==> src/rtl/rxrs_pkg.sv <==
package rxrs_pkg;
    typedef enum logic [1:0] {
        CH_RESET  = 2'd0,
        CH_COUNT  = 2'd1,
        CH_SETTLE = 2'd2,
        CH_READY  = 2'd3
    } ch_state_e;
endpackage

==> src/rtl/rxrs_rst_sync.sv <==
module rxrs_rst_sync (
    input  logic clk,
    input  logic arst_in,
    output logic rst_o
);
    logic stage1, stage2;

    always_ff @(posedge clk or posedge arst_in) begin
        if (arst_in) begin
            stage1 <= 1'b1;
            stage2 <= 1'b1;
        end else begin
            stage1 <= 1'b0;
            stage2 <= stage1;
        end
    end

    assign rst_o = stage2;
endmodule

==> src/rtl/rxrs_sync2.sv <==
module rxrs_sync2 #(
    parameter int W = 1
) (
    input  logic         clk,
    input  logic         rst,
    input  logic [W-1:0] d,
    output logic [W-1:0] q
);
    logic [W-1:0] meta;

    always_ff @(posedge clk or posedge rst) begin
        if (rst) begin
            meta <= '0;
            q    <= '0;
        end else begin
            meta <= d;
            q    <= meta;
        end
    end
endmodule

==> src/rtl/rxrs_chan.sv <==
module rxrs_chan
    import rxrs_pkg::*;
#(
    parameter int HOLD_CYC  = 32,
    parameter int READY_DLY = 4
) (
    input  logic clk,
    input  logic rst,
    input  logic cal_s,
    input  logic lock_s,
    input  logic manual_s,
    output logic dig_rst,
    output logic ready
);
    localparam int LIM = (HOLD_CYC > READY_DLY) ? HOLD_CYC : READY_DLY;
    localparam int CW  = $clog2(LIM + 1);

    ch_state_e      st, st_n;
    logic [CW-1:0]  cnt, cnt_n;
    logic           cause;

    assign cause = rst | cal_s | (~lock_s & ~manual_s);

    // next-state logic
    always_comb begin
        st_n  = st;
        cnt_n = cnt;
        if (cause) begin
            st_n  = CH_RESET;
            cnt_n = '0;
        end else begin
            unique case (st)
                CH_RESET: begin
                    st_n  = CH_COUNT;
                    cnt_n = '0;
                end
                CH_COUNT: begin
                    if (cnt == CW'(HOLD_CYC - 1)) begin
                        st_n  = CH_SETTLE;
                        cnt_n = '0;
                    end else begin
                        cnt_n = cnt + 1'b1;
                    end
                end
                CH_SETTLE: begin
                    if (cnt == CW'(READY_DLY - 1)) begin
                        st_n  = CH_READY;
                        cnt_n = '0;
                    end else begin
                        cnt_n = cnt + 1'b1;
                    end
                end
                CH_READY: begin
                    st_n  = CH_READY;
                end
                default: begin
                    st_n  = CH_RESET;
                    cnt_n = '0;
                end
            endcase
        end
    end

    // state register
    always_ff @(posedge clk or posedge rst) begin
        if (rst) begin
            st  <= CH_RESET;
            cnt <= '0;
        end else begin
            st  <= st_n;
            cnt <= cnt_n;
        end
    end

    // outputs
    always_comb begin
        unique case (st)
            CH_RESET, CH_COUNT: begin
                dig_rst = 1'b1;
                ready   = 1'b0;
            end
            CH_SETTLE: begin
                dig_rst = cause;
                ready   = 1'b0;
            end
            CH_READY: begin
                dig_rst = cause;
                ready   = ~cause;
            end
            default: begin
                dig_rst = 1'b1;
                ready   = 1'b0;
            end
        endcase
    end
endmodule

==> src/rtl/rxrs_pll_pd.sv <==
module rxrs_pll_pd #(
    parameter int NPLL    = 2,
    parameter int PLL_MIN = 8
) (
    input  logic            clk,
    input  logic            rst,
    output logic [NPLL-1:0] pll_pd
);
    localparam int CW = $clog2(PLL_MIN + 1) + 1;

    logic [CW-1:0] held;

    always_ff @(posedge clk or posedge rst) begin
        if (rst) begin
            held <= '0;
        end else if (held != CW'(PLL_MIN)) begin
            held <= held + 1'b1;
        end
    end

    assign pll_pd = {NPLL{held != CW'(PLL_MIN)}};
endmodule

==> src/rtl/rx_rst_seq.sv <==
module rx_rst_seq #(
    parameter int NCH       = 4,
    parameter int NPLL      = 2,
    parameter int HOLD_CYC  = 32,
    parameter int READY_DLY = 4,
    parameter int PLL_MIN   = 8
) (
    input  logic            clk,
    input  logic            rst_in,
    input  logic [NCH-1:0]  cal_busy,
    input  logic [NCH-1:0]  lock,
    input  logic            manual,
    output logic [NCH-1:0]  ana_rst,
    output logic [NCH-1:0]  dig_rst,
    output logic [NCH-1:0]  ready,
    output logic [NPLL-1:0] pll_pd
);
    logic           rst_s;
    logic [NCH-1:0] cal_s, lock_s;
    logic           manual_s;

    rxrs_rst_sync u_rsync (
        .clk     (clk),
        .arst_in (rst_in),
        .rst_o   (rst_s)
    );

    rxrs_sync2 #(.W(2 * NCH + 1)) u_isync (
        .clk (clk),
        .rst (rst_s),
        .d   ({manual, lock, cal_busy}),
        .q   ({manual_s, lock_s, cal_s})
    );

    assign ana_rst = {NCH{rst_s}} | cal_s;

    for (genvar g = 0; g < NCH; g++) begin : g_lane
        rxrs_chan #(
            .HOLD_CYC  (HOLD_CYC),
            .READY_DLY (READY_DLY)
        ) u_chan (
            .clk      (clk),
            .rst      (rst_s),
            .cal_s    (cal_s[g]),
            .lock_s   (lock_s[g]),
            .manual_s (manual_s),
            .dig_rst  (dig_rst[g]),
            .ready    (ready[g])
        );
    end

    rxrs_pll_pd #(
        .NPLL    (NPLL),
        .PLL_MIN (PLL_MIN)
    ) u_pll (
        .clk    (clk),
        .rst    (rst_s),
        .pll_pd (pll_pd)
    );
endmodule

==> config.mk <==
export PLATFORM = sky130hd
export DESIGN_NAME = rx_rst_seq
export DESIGN_NICKNAME = d
export VERILOG_FILES = /design/src/rtl/rxrs_pkg.sv /design/src/rtl/rxrs_rst_sync.sv /design/src/rtl/rxrs_sync2.sv /design/src/rtl/rxrs_chan.sv /design/src/rtl/rxrs_pll_pd.sv /design/src/rtl/rx_rst_seq.sv
export SDC_FILE = /design/constraint.sdc
export NUM_CORES = 1
export LEC_CHECK = 0
export ABC_AREA = 1
export BUFFER_PORTS_ARGS = -buffer_cell sky130_fd_sc_hd__buf_2
export CELL_PAD_IN_SITES_DETAIL_PLACEMENT = 0
export CELL_PAD_IN_SITES_GLOBAL_PLACEMENT = 1
export CORE_MARGIN = 4
export CORE_UTILIZATION = 49
export DETAILED_ROUTE_END_ITERATION = 6
export PLACE_DENSITY = 0.81
export SETUP_SLACK_MARGIN = 0.5
export SLEW_MARGIN = 0
export SYNTH_ARGS = -nofsm -noshare
export SYNTH_HDL_FRONTEND = slang
export SYNTH_HIERARCHICAL = 1
export SYNTH_SLANG_ARGS = --single-unit
export TNS_END_PERCENT = 10
==> constraint.sdc <==
create_clock -name clk -period 2.28 [get_ports clk]
set_input_delay 0.228 -clock clk [delete_from_list [all_inputs] [get_ports clk]]
set_output_delay 0.228 -clock clk [all_outputs]
set_load 0.02 [all_outputs]
==> metrics.txt <==
Iter 0 DRT Violations 113; Area Growth Syn to Fin 16.6%; worst hold endpoint u_isync/meta[5]; total CTS buffers 9; die area 8500 sq um; Area contributors post-synth dfrtp_1 (40%), ha_1 (11%), nand2_1 (11%); Starting Density 50.8%; simple-gate share of the synthesized area 31.4%; Reg2Reg Setup Slack 710 ps; ys flop type dfrtp_1; layout cells sized above 1 24.9%; post-synth top area cell dfrtp_1; 1st-pass router iterations 4; CP arrival 1500 ps; Layout Nets 513; mux share of post-synthesis cell area 0%; Worst setup EP type primary output; Synth Area in Adders 10.8%; CTS Sinks 57; EDFF count, synth 0; IO Count 25; status completed; Crit Path Class flip-flop to primary output; pin count of the biggest net entering global routing 19; post-synthesis compound-gate area fraction 6.49%; diode count 0; M1 WL 2990 um; row cnt 30; Leak Pwr 2.02 nW; DP HPWL 4640 um; startpoint types flip-flop; gr usage total 15.9%; ys async rst share 100%; Via Count 2654; sequential share of the synthesized area 41.2%; drc violations 0; reg2reg path depth 8; Power, Total 0.00231 W; number of synthesized register bits 57; slew margin rel. 56.1%; met2 wire length 2830 um; worst skew pair latency 320 ps; FF-to-FF Start g_lane[3].u_chan/st[0]; core box area 6830 sq um; Die W 92.2 um; VDD IR max 0.000410 V; Mapped Avg Cell Area 8.17 sq um; total congestion overflow 0; number of global-route vias before repair 2538; met3 WL 148 um; worst endpoint required time 2050 ps; leading cell type in the layout, fill and taps excluded nand2_1; htree depth 3; clock transition at the registers of the reported paths 70 ps; port buffer count 24; setup TNS 0 ps; most frequent cells in the layout nand2_1 (98), inv_1 (58), dfrtp_1 (54); Power Density 571 nW/um^2; Routed WL per cell 10.6 um; Crit. Startpoint u_rsync/rst_o; synthesized netlist cell count 425; hold crit path type input pin to flip-flop; XOR/XNOR Fraction of Synth Area 2.02%; Fin. Hold Viols 0; CTS tree built; fin. max-slew vios 0; Cell Area, Synth 3470 sq um; Yosys Warn Count 6; routability cong. 0.772; Final Cycle Share 75.8%; Final setup viols 0; Routed WL 6070 um; Least-Margin Pin Slew 658 ps; MaxCap Viol Count 0; Worst Skew 8.42 ps; Root Buffer clkbuf_8; max layer used met4; die height 92.2 um; Post-DRT Antenna Nets 0; number of vias per cell 4.63; clk buf depth 2; worst-path maximum fanout 6; post-synth net total 466; Final min period 1730 ps; main combinational cell family by area after synthesis simple AND/OR/NAND/NOR gates; Synth cell types 25; first-pass GRT wire length 11100 um; Crit Reg-Reg Endpoint g_lane[3].u_chan/cnt[5]; max frequency 579 MHz; fillers 636; post-synth top area share 39.6%; min-delay src lock[1]; Layout Utilization 59.2%; Hold Path Cell Cnt 1; RSZ-0062 raised after global routing yes; initial antenna violation count 0
==> what timing repair did <==
item	4_1_cts	5_1_grt
setup buffers	3	4
hold buffers	3	3
endpoints found under the hold margin	4	3
gates resized for setup	1	1
setup endpoints to repair	4	4
pin swaps	0	1
==> how the worst max path moves through the flow <==
| stage | end | slack [ps] | cells after the start |
|---|---|---|---|
| floorplan | dig_rst[0] | 820 | 3 |
| CTS | dig_rst[3] | 510 | 5 |
| global placement | g_lane[3].u_chan/cnt[5] | 730 | 8 |
| detailed placement | g_lane[0].u_chan/cnt[5] | 700 | 8 |
| global route | dig_rst[1] | 470 | 5 |
| finish | dig_rst[2] | 550 | 5 |
==> synth_stat cells (9+ instances only) <==
library cell and n:
nand2_1 98, inv_2 14, nor2_2 10, o21ai_0 9, ha_1 30, dfrtp_1 55
nor2_1 44, nand3_1 31, inv_1 58
==> critical path, stage by stage (launching register included) <==
cell	delay, ps
dfstp_4	700
nor2_4	50
nand2_4	110
inv_2	60
o21ai_0	70
buf_2	190
==> sequential cells by signal, summed over array words and instances, names as in the netlist <==
register / flops
u_rsync/rst_o: 1
g_lane.u_chan/st: 8
u_isync/q: 9
u_pll/held: 5
g_lane.u_chan/cnt: 24
u_rsync/stage1: 1
u_isync/meta: 9
==> area by class of cell <==
cell class              count  area, sq um  share of cell area [%]
clock buffers              11          151                    3.74
clock inverters             5         77.6                    1.92
inverters                  72          270                    6.68
multi-input cells         295         1770                    43.6
flip-flops and latches     57         1430                    35.4
well taps                  96          120                    2.97
repair buffers             37          229                    5.66
==> cells by family after synthesis <==
kind of cell    after synthesis
other cells                   1
xor+xnor                      8
flops                        57
simple gates                223
compound gates               33
fa+ha+maj                    30
buf+inv                      73
==> report_power, final <==
part / switching [W] / internal (W) / total (W)
combinational: 0.000125 / 0.0000731 / 0.000198
sequential: 0.0000195 / 0.00104 / 0.00106
clock: 0.000382 / 0.000671 / 0.00105
==> per-stage QoR <==
step | cells | hold WS (ps) | setup WS (ps) | cell area (sq um)
CTS | 566 | 0.00330 | 511 | 3990
detailed placement | 544 | 277 | 698 | 3700
global route | 573 | 1.73 | 474 | 4050
finish | 573 | 16.9 | 552 | 4050
global placement | 544 | 283 | 726 | 3700
floorplan | 425 | 140 | 824 | 3470
==> metal layers <==
layer,global-route usage (%),vias to the layer above
met3,2.87,8
met5,0,-
met4,5.94,0
li1,-,1410
met2,25.8,27
met1,21.3,1209
Note: power is estimated with default switching activity, not from simulation.
